## config.mk

```make
export PLATFORM = sky130hd
export DESIGN_NAME = rename_ckpt_map
export DESIGN_NICKNAME = d
export VERILOG_FILES = /design/src/rtl/rcm_pkg.sv /design/src/rtl/rcm_map.sv /design/src/rtl/rcm_store.sv /design/src/rtl/rcm_pool.sv /design/src/rtl/rename_ckpt_map.sv
export SDC_FILE = /design/constraint.sdc
export NUM_CORES = 2
export LEC_CHECK = 0
export ABC_AREA = 0
export BUFFER_PORTS_ARGS = -buffer_cell sky130_fd_sc_hd__buf_2
export CAP_MARGIN = 40
export CORE_MARGIN = 2
export CORE_UTILIZATION = 25
export DETAILED_ROUTE_END_ITERATION = 10
export REMOVE_ABC_BUFFERS = 1
export SKIP_CTS_REPAIR_TIMING = 1
export SYNTH_ARGS = -nofsm -noshare
export SYNTH_HDL_FRONTEND = slang
export SYNTH_HIERARCHICAL = 1
export SYNTH_SLANG_ARGS = --single-unit
export TNS_END_PERCENT = 50
```

## constraint.sdc

```tcl
create_clock -name clk -period 7.39 [get_ports clk]
set_clock_uncertainty 0.15 [all_clocks]
set_input_delay 0.739 -clock clk [delete_from_list [all_inputs] [get_ports clk]]
set_output_delay 0.739 -clock clk [all_outputs]
set_load 0.02 [all_outputs]
```

## src/rtl/rcm_pkg.sv

```systemverilog
package rcm_pkg;

    typedef enum logic [1:0] {
        MAP_HOLD    = 2'd0,
        MAP_RENAME  = 2'd1,
        MAP_RESTORE = 2'd2,
        MAP_CLEAR   = 2'd3
    } map_op_e;

endpackage

```

## src/rtl/rcm_map.sv

```systemverilog
module rcm_map #(
    parameter int NREG  = 32,
    parameter int TAG_W = 7,
    localparam int IDX_W = $clog2(NREG)
) (
    input  logic                        clk,
    input  logic                        rst_n,
    input  rcm_pkg::map_op_e            op_i,
    input  logic [IDX_W-1:0]            wr_idx_i,
    input  logic [TAG_W-1:0]            wr_tag_i,
    input  logic [NREG-1:0]             rs_vld_i,
    input  logic [NREG-1:0][TAG_W-1:0]  rs_tag_i,
    input  logic [IDX_W-1:0]            rd_a_idx_i,
    input  logic [IDX_W-1:0]            rd_b_idx_i,
    output logic                        rd_a_vld_o,
    output logic [TAG_W-1:0]            rd_a_tag_o,
    output logic                        rd_b_vld_o,
    output logic [TAG_W-1:0]            rd_b_tag_o,
    output logic [NREG-1:0]             nxt_vld_o,
    output logic [NREG-1:0][TAG_W-1:0]  nxt_tag_o
);
    import rcm_pkg::*;

    typedef struct packed {
        logic [NREG-1:0]            vld;
        logic [NREG-1:0][TAG_W-1:0] tag;
    } map_t;

    map_t st_d, st_q;

    always_comb begin
        st_d = st_q;
        unique case (op_i)
            MAP_RENAME: begin
                st_d.vld[wr_idx_i] = 1'b1;
                st_d.tag[wr_idx_i] = wr_tag_i;
            end
            MAP_RESTORE: begin
                st_d.vld = rs_vld_i;
                st_d.tag = rs_tag_i;
            end
            MAP_CLEAR: st_d.vld = '0;
            default: ;
        endcase
    end

    always_ff @(posedge clk) begin
        if (!rst_n) st_q <= '0;
        else        st_q <= st_d;
    end

    assign rd_a_vld_o = st_q.vld[rd_a_idx_i];
    assign rd_a_tag_o = st_q.tag[rd_a_idx_i];
    assign rd_b_vld_o = st_q.vld[rd_b_idx_i];
    assign rd_b_tag_o = st_q.tag[rd_b_idx_i];
    assign nxt_vld_o  = st_d.vld;
    assign nxt_tag_o  = st_d.tag;


    rename_write_chk: assert property (@(posedge clk) disable iff (!rst_n)
        op_i == MAP_RENAME |=> st_q.vld[$past(wr_idx_i)] &&
                               st_q.tag[$past(wr_idx_i)] == $past(wr_tag_i));


    restore_copy_chk: assert property (@(posedge clk) disable iff (!rst_n)
        op_i == MAP_RESTORE |=> st_q.vld == $past(rs_vld_i) && st_q.tag == $past(rs_tag_i));


    clear_all_chk: assert property (@(posedge clk) disable iff (!rst_n)
        op_i == MAP_CLEAR |=> st_q.vld == '0);

endmodule

```

## src/rtl/rcm_store.sv

```systemverilog
module rcm_store #(
    parameter int NCKPT = 4,
    parameter int NREG  = 32,
    parameter int TAG_W = 7,
    localparam int CID_W = $clog2(NCKPT)
) (
    input  logic                        clk,
    input  logic                        rst_n,
    input  logic                        wr_en_i,
    input  logic [CID_W-1:0]            wr_id_i,
    input  logic [NREG-1:0]             wr_vld_i,
    input  logic [NREG-1:0][TAG_W-1:0]  wr_tag_i,
    input  logic [CID_W-1:0]            rd_id_i,
    output logic [NREG-1:0]             rd_vld_o,
    output logic [NREG-1:0][TAG_W-1:0]  rd_tag_o
);
    typedef struct packed {
        logic [NREG-1:0]            vld;
        logic [NREG-1:0][TAG_W-1:0] tag;
    } snap_t;

    snap_t [NCKPT-1:0] st_d, st_q;
    logic  [NCKPT-1:0] slot_we;

    for (genvar s = 0; s < NCKPT; s++) begin : g_slot
        assign slot_we[s] = wr_en_i && (wr_id_i == CID_W'(s));
    end

    always_comb begin
        st_d = st_q;
        for (int s = 0; s < NCKPT; s++) begin
            if (slot_we[s]) begin
                st_d[s].vld = wr_vld_i;
                st_d[s].tag = wr_tag_i;
            end
        end
    end

    always_ff @(posedge clk) begin
        if (!rst_n) st_q <= '0;
        else        st_q <= st_d;
    end

    assign rd_vld_o = st_q[rd_id_i].vld;
    assign rd_tag_o = st_q[rd_id_i].tag;


    snap_capture_chk: assert property (@(posedge clk) disable iff (!rst_n)
        wr_en_i |=> st_q[$past(wr_id_i)].vld == $past(wr_vld_i) &&
                    st_q[$past(wr_id_i)].tag == $past(wr_tag_i));

endmodule

```

## src/rtl/rcm_pool.sv

```systemverilog
module rcm_pool #(
    parameter int NCKPT = 4,
    localparam int CID_W = $clog2(NCKPT)
) (
    input  logic             clk,
    input  logic             rst_n,
    input  logic             clear_i,
    input  logic             alloc_i,
    input  logic             rec_i,
    input  logic [CID_W-1:0] rec_id_i,
    input  logic             cmt_i,
    input  logic [CID_W-1:0] cmt_id_i,
    output logic             full_o,
    output logic [CID_W-1:0] alloc_id_o
);
    // younger[i][j] set: slot j was taken while slot i was live
    typedef struct packed {
        logic [NCKPT-1:0]             live;
        logic [NCKPT-1:0][NCKPT-1:0]  younger;
    } pool_t;

    pool_t            st_d, st_q;
    logic [NCKPT-1:0] kill;

    always_comb begin
        alloc_id_o = '0;
        for (int i = NCKPT - 1; i >= 0; i--) begin
            if (!st_q.live[i]) alloc_id_o = CID_W'(i);
        end
    end

    assign full_o = &st_q.live;

    always_comb begin
        kill = '0;
        if (rec_i) begin
            kill = st_q.younger[rec_id_i];
            kill[rec_id_i] = 1'b1;
        end
    end

    always_comb begin
        st_d = st_q;
        if (clear_i) begin
            st_d.live = '0;
        end else begin
            st_d.live = st_q.live & ~kill;
            if (cmt_i) st_d.live[cmt_id_i] = 1'b0;
            if (alloc_i) begin
                st_d.live[alloc_id_o] = 1'b1;
                st_d.younger[alloc_id_o] = '0;
                for (int i = 0; i < NCKPT; i++) begin
                    st_d.younger[i][alloc_id_o] = st_q.live[i];
                end
            end
        end
    end

    always_ff @(posedge clk) begin
        if (!rst_n) st_q <= '0;
        else        st_q <= st_d;
    end


    no_alloc_full_chk: assert property (@(posedge clk) disable iff (!rst_n)
        alloc_i |-> !full_o);


    alloc_live_chk: assert property (@(posedge clk) disable iff (!rst_n)
        alloc_i && !clear_i && !rec_i |=> st_q.live[$past(alloc_id_o)]);


    rec_live_chk: assert property (@(posedge clk) disable iff (!rst_n)
        rec_i && !clear_i |-> st_q.live[rec_id_i]);


    rec_free_chk: assert property (@(posedge clk) disable iff (!rst_n)
        rec_i && !clear_i |=> !st_q.live[$past(rec_id_i)]);


    cmt_free_chk: assert property (@(posedge clk) disable iff (!rst_n)
        cmt_i && !(alloc_i && alloc_id_o == cmt_id_i) |=> !st_q.live[$past(cmt_id_i)]);


    clear_pool_chk: assert property (@(posedge clk) disable iff (!rst_n)
        clear_i |=> st_q.live == '0);

endmodule

```

## src/rtl/rename_ckpt_map.sv

```systemverilog
module rename_ckpt_map #(
    parameter int NREG  = 32,
    parameter int TAG_W = 7,
    parameter int NCKPT = 4,
    localparam int AIDX_W = $clog2(NREG),
    localparam int CID_W  = $clog2(NCKPT)
) (
    input  logic              clk,
    input  logic              rst_n,
    input  logic              ren_valid_i,
    input  logic              ren_is_br_i,
    input  logic [AIDX_W-1:0] ren_src_a_i,
    input  logic [AIDX_W-1:0] ren_src_b_i,
    input  logic              ren_dst_en_i,
    input  logic [AIDX_W-1:0] ren_dst_i,
    input  logic [TAG_W-1:0]  ren_dst_tag_i,
    output logic              src_a_vld_o,
    output logic [TAG_W-1:0]  src_a_tag_o,
    output logic              src_b_vld_o,
    output logic [TAG_W-1:0]  src_b_tag_o,
    output logic              ren_stall_o,
    output logic [CID_W-1:0]  ren_ckpt_o,
    input  logic              rec_valid_i,
    input  logic [CID_W-1:0]  rec_ckpt_i,
    input  logic              cmt_valid_i,
    input  logic [CID_W-1:0]  cmt_ckpt_i,
    input  logic              arf_clear_i
);
    import rcm_pkg::*;

    logic                       pool_full;
    logic [CID_W-1:0]           alloc_id;
    logic                       accept, take_snap;
    map_op_e                    map_op;
    logic [NREG-1:0]            nxt_vld, rs_vld;
    logic [NREG-1:0][TAG_W-1:0] nxt_tag, rs_tag;

    assign ren_stall_o = rec_valid_i | arf_clear_i | (ren_valid_i & ren_is_br_i & pool_full);
    assign accept      = ren_valid_i & ~ren_stall_o;
    assign take_snap   = accept & ren_is_br_i;
    assign ren_ckpt_o  = alloc_id;

    always_comb begin
        if (arf_clear_i)               map_op = MAP_CLEAR;
        else if (rec_valid_i)          map_op = MAP_RESTORE;
        else if (accept && ren_dst_en_i) map_op = MAP_RENAME;
        else                           map_op = MAP_HOLD;
    end

    rcm_map #(.NREG(NREG), .TAG_W(TAG_W)) u_map (
        .clk        (clk),
        .rst_n      (rst_n),
        .op_i       (map_op),
        .wr_idx_i   (ren_dst_i),
        .wr_tag_i   (ren_dst_tag_i),
        .rs_vld_i   (rs_vld),
        .rs_tag_i   (rs_tag),
        .rd_a_idx_i (ren_src_a_i),
        .rd_b_idx_i (ren_src_b_i),
        .rd_a_vld_o (src_a_vld_o),
        .rd_a_tag_o (src_a_tag_o),
        .rd_b_vld_o (src_b_vld_o),
        .rd_b_tag_o (src_b_tag_o),
        .nxt_vld_o  (nxt_vld),
        .nxt_tag_o  (nxt_tag)
    );

    rcm_store #(.NCKPT(NCKPT), .NREG(NREG), .TAG_W(TAG_W)) u_store (
        .clk      (clk),
        .rst_n    (rst_n),
        .wr_en_i  (take_snap),
        .wr_id_i  (alloc_id),
        .wr_vld_i (nxt_vld),
        .wr_tag_i (nxt_tag),
        .rd_id_i  (rec_ckpt_i),
        .rd_vld_o (rs_vld),
        .rd_tag_o (rs_tag)
    );

    rcm_pool #(.NCKPT(NCKPT)) u_pool (
        .clk        (clk),
        .rst_n      (rst_n),
        .clear_i    (arf_clear_i),
        .alloc_i    (take_snap),
        .rec_i      (rec_valid_i),
        .rec_id_i   (rec_ckpt_i),
        .cmt_i      (cmt_valid_i),
        .cmt_id_i   (cmt_ckpt_i),
        .full_o     (pool_full),
        .alloc_id_o (alloc_id)
    );


    rec_blocks_write_chk: assert property (@(posedge clk) disable iff (!rst_n)
        rec_valid_i |-> map_op != MAP_RENAME && !take_snap);

endmodule

```

# Word level (Yosys, flattened, before mapping)
# Cells that the tools add are included.
[classes] order_cmp=10 bitwise=18 n_mux=42 reduce_logical=13 eq_ne=6
[op_table] operator="$bmux W256 S2" n=1
[op_table] operator="$pmux W224 S2" n=1
[op_table] operator="$mux W256" n=1
[op_table] operator="$bwmux W224" n=1
[op_table] operator="$pmux W32 S3" n=1
[op_table] operator="$bmux W7 S5" n=2
[op_table] operator="$demux W7 S5" n=1
[op_table] operator="$or A32 B32 Y32" n=1
[op_table] operator="$mux W7" n=3
[op_table] operator="$mux W20" n=1
[op_table] operator="$mux W4" n=5
[op_table] operator="$lt A5 B6 Y1 const B" n=3
[op_table] operator="$and A16 B16 Y16" n=1
[op_table] operator="$bwmux W4" n=4
[op_table] operator="$not A16 Y16" n=1
[op_table] operator="$mux W2" n=6
[op_table] operator="$bmux W1 S5" n=2
[op_table] operator="$logic_and A1 B1 Y1" n=9
[op_table] operator="$lt A2 B3 Y1 const B" n=3
[op_table] operator="$and A4 B4 Y4" n=2
[op_table] operator="$bmux W4 S2" n=1
[op_table] operator="$demux W4 S2" n=1
[op_table] operator="$eq A2 B2 Y1 const B" n=4
[op_table] operator="$not A4 Y4" n=2
[op_table] operator="14 further kinds" n=32
[word_totals] ff_bits=1300 out_inout_bits=19

# Depth between registers and ports, before layout
[depth] ltp_word=13 depth_mapped=15

# Modules after synthesis
# Netlist, hierarchy kept.
[modules_own_cells] mod="rcm_store" n_inst=1 cells_each=3902 seq_area_each_um2=20499.7 area_each_um2=43494.2
[modules_own_cells] mod="rcm_map" n_inst=1 cells_each=2088 seq_area_each_um2=5124.9 area_each_um2=17544.3
[modules_own_cells] mod="rcm_pool" n_inst=1 cells_each=99 seq_area_each_um2=320.3 area_each_um2=830.8
[modules_own_cells] mod="rename_ckpt_map" n_inst=1 cells_each=7 seq_area_each_um2=0.0 area_each_um2=48.8

# Worst setup path after synthesis
# Ideal clock, no wire load.
[synth_timing] path_type="in2out" start="input port ren_src_a_i[2]" end="output port src_a_tag_o[0]" cell_stages=6 slack_ns=4.065 arrival_time_ns=2.436 path_buffers=3 cell_sequence="buf_4 > buf_2 > buf_2 > mux4_2 > mux4_2 > mux2_2"
[synth_between] elab_chain_cells=2
[synth_rtl] item="from (decl)" line_no="rename_ckpt_map.sv:12" source="input logic [AIDX_W-1:0] ren_src_a_i,"
[synth_rtl] item="$bmux W7 S5" line_no="rcm_map.sv:53" source="assign rd_a_tag_o = st_q.tag[rd_a_idx_i];"
[synth_rtl] item="$mux W7 (not written as such)" line_no="rcm_map.sv:53"
[synth_rtl] item="to (decl)" line_no="rename_ckpt_map.sv:18" source="output logic [TAG_W-1:0] src_a_tag_o,"
# No other way between the ends. The select of a mux whose other input is x is not followed.

# Final worst setup path
[layout_timing] start="input port ren_src_b_i[2]" end="output port src_b_tag_o[6]"
[layout_between] elab_chain_cells=2
[layout_rtl] item="from (decl)" line_no="rename_ckpt_map.sv:13" source="input logic [AIDX_W-1:0] ren_src_b_i,"
[layout_rtl] item="$bmux W7 S5" line_no="rcm_map.sv:55" source="assign rd_b_tag_o = st_q.tag[rd_b_idx_i];"
[layout_rtl] item="$mux W7 (not written as such)" line_no="rcm_map.sv:55"
[layout_rtl] item="to (decl)" line_no="rename_ckpt_map.sv:20" source="output logic [TAG_W-1:0] src_b_tag_o,"
# No other way between the ends. The select of a mux whose other input is x is not followed.

==> flow_summary.ini <==
[status]
outcome = complete, no violations

[sta]
report.final.slew_viol_count = 0
max_freq_ghz = 0.2278
finalHoldViolCount = 0
rsz0062_at_grt = no
relSlewSlack = 0.2337
period_minus_slack_ns = 4.391
tightest_slew_ns = 1.149
setup_viol = 0
fin_hold_ws_ns = 0.1454
fin_crit_sh = 0.5941

[synthesis]
synth-edff-count = 0
synth_flop_cell = dfxtp_1
synth_area_leaders = dfxtp_1, mux2i_1, mux4_2
syn_inst = 6096
ys_seq_area_frac = 0.4190
ys_seq_elements = 1296
synth.most_common_cell = nand2_1
synth_top_area_frac = 0.4190
synth_area_sq_um = 61920
yosysTopAreaCell = dfxtp_1
ys_warn_count = 6
yosys-top-cells-count = nand2_1, dfxtp_1, mux2i_1
synthArstFlopShare = 0
syn_avg_cell_area_sq_um = 10.16
synth_cell_types = 59

[worst_setup_path]
cp-start-kind = input port
slowest_delay_ns = 0.60
cpMaxStageDelayCell = mux4_2
path_max_fanout = 23
critical_path_required_ns = 6.50
critPathCaptureType = primary output
arrival_ns = 3.50
criticalPathCategory = input port to primary output
cp_num_buf_inv = 3
cp_top_family = multiplexers
worstPathCellList = buf_4, buf_4, mux4_2, mux4_2, mux2_2, buf_2

[clock_tree]
cts_inserted_buffers = 139
clkSinkCount = 1296
clk_latency_ns = 0.79
ctsHtreeMaxLevel = 4
tritoncts = built
cts.clk_slew.worst_paths_ns = 0.06
clockRootBuffer = clkbuf_16
cts_buffer_depth = 3

[global_route]
antenna_found_initial = 14
grt_max_degree = 206
grt_pass1_vias = 47190
grt_usage = 0.1467
overflow = 0
grt_pass1_wl_microns = 288800

[detailed_routing]
wl_microns = 190000
drtAntennaViolNets = 0
drtPass1Iterations = 5
drt-initial-drc-count = 4358
vias_per_cell = 5.082
drc = 0
vias = 46920
wl_per_cell_microns = 20.58

[job]
drv_cap = 0

[power_and_ir_drop]
ir_drop_mv = 0.1440
p_leak_uw = 0.02813
total_power_uw = 14650
p_per_area_nw_per_um2 = 212.5

[floorplanning]
start_util = 0.2515
die_x_microns = 501.7
boundaryPins = 53
rows = 182
die_h_microns = 501.7
coreArea_sq_um = 246200
die-area_sq_um = 251700

[hold_path]
hold_path_class = input port to flop

[final_layout]
instances_no_fill = 9233
syn_to_final_growth_pct = 11.33
nets = 5855
drive_gt1_frac = 0.1348

[placed_design]
io_buffers = 52
dp_cells = 8989
detailed_place_hpwl_microns = 111000
gp_congestion = 0.8010
[cells by family (layout without fill, tap and decap cells)]
group	after synthesis	in the layout	share of synthesized area
other	0	8	0
buffers and inverters	569	386	0.05179
AND/OR/NAND/NOR	1968	1968	0.1255
flip-flops	1296	1296	0.4190
multiplexers	1461	1461	0.3206
adder cells (fa/ha/maj)	3	3	0.0006063
AO/OA/AOI/OAI	799	799	0.08243
[cell usage in the layout, fill, tap and decap left out, types with 24 or more instances in the layout]
cell       synthesis  layout
mux4_2           416     416
o21ai_0          261     261
a22oi_1           32      32
dfxtp_1         1296    1296
mux2i_1         1027    1027
o21a_1            24      24
clkbuf_16          0     143
nand3_1          111     110
nand2_1         1779    1779
and2_1            33      32
clkbuf_8           0      24
a32o_1           119     119
buf_12            22      25
a21o_1           107     107
clkbuf_1         280      43
buf_4             67      54
a21oi_1          227     227
buf_2            144      45
[sequential cells by signal, indices dropped and copies added (netlist names)]
register / count
u_map/st_q: 256
u_pool/st_q: 16
u_store/st_q: 1024
[per-stage QoR]
stage / TNS (ns) / util / area (sq um) / worst slack (ns)
after floorplan: -9137.40 / - / 58750 / -22.19
final: 0 / 0.2800 / 68940 / 2.999
after global routing: 0 / 0.2800 / 68930 / 2.917
after CTS: 0 / 0.2800 / 68920 / 3.005
after global placement: 0 / 0.2602 / 64060 / 2.935
after detailed placement: 0 / 0.2623 / 64570 / 2.979
[tightest hold or removal path, delay by kind of cell]
kind / cells / cell delay [ns]
compound gates: 1 / 0.12
buf+inv: 1 / 0.12
simple gates: 1 / 0.06
[layer usage]
layer,global-route usage,share of wire,vias to the layer above
li1,-,-,21040
met1,0.1882,0.42,23770
met2,0.2394,0.47,1742
met3,0.02621,0.068,363
met4,0.06617,0.042,6
met5,0,0.00059,-
[power breakdown]
group          internal (uW)  switching [uW]
Combinational            193             646
Sequential              6990            2.29
Clock                   3930            2890
Total                  11100            3540
[final cells by class]
type,instances,area [sq um]
fill,25450,177200
multi-input combinational,4231,32890
sequential,1296,25940
tap,3312,4144
clock buffer,210,4070
timing repair buffer,141,1545
clock inverter,26,272.8
inverter,9,46.29
antenna,8,20.02
[path summary, 6_finish.rpt]
check	from	to	slack, ns	cells after the start
worst max-delay path	ren_src_b_i[2]	src_b_tag_o[6]	3.00	6
worst min-delay path	cmt_ckpt_i[1]	u_pool/st_q[17]	0.15	3
worst max register to register	u_pool/st_q[16]	u_store/st_q[264]	3.14	12
worst min register to register	u_pool/st_q[9]	u_pool/st_q[9]	0.29	2
No activity file was read; power rests on OpenSTA's default activity.
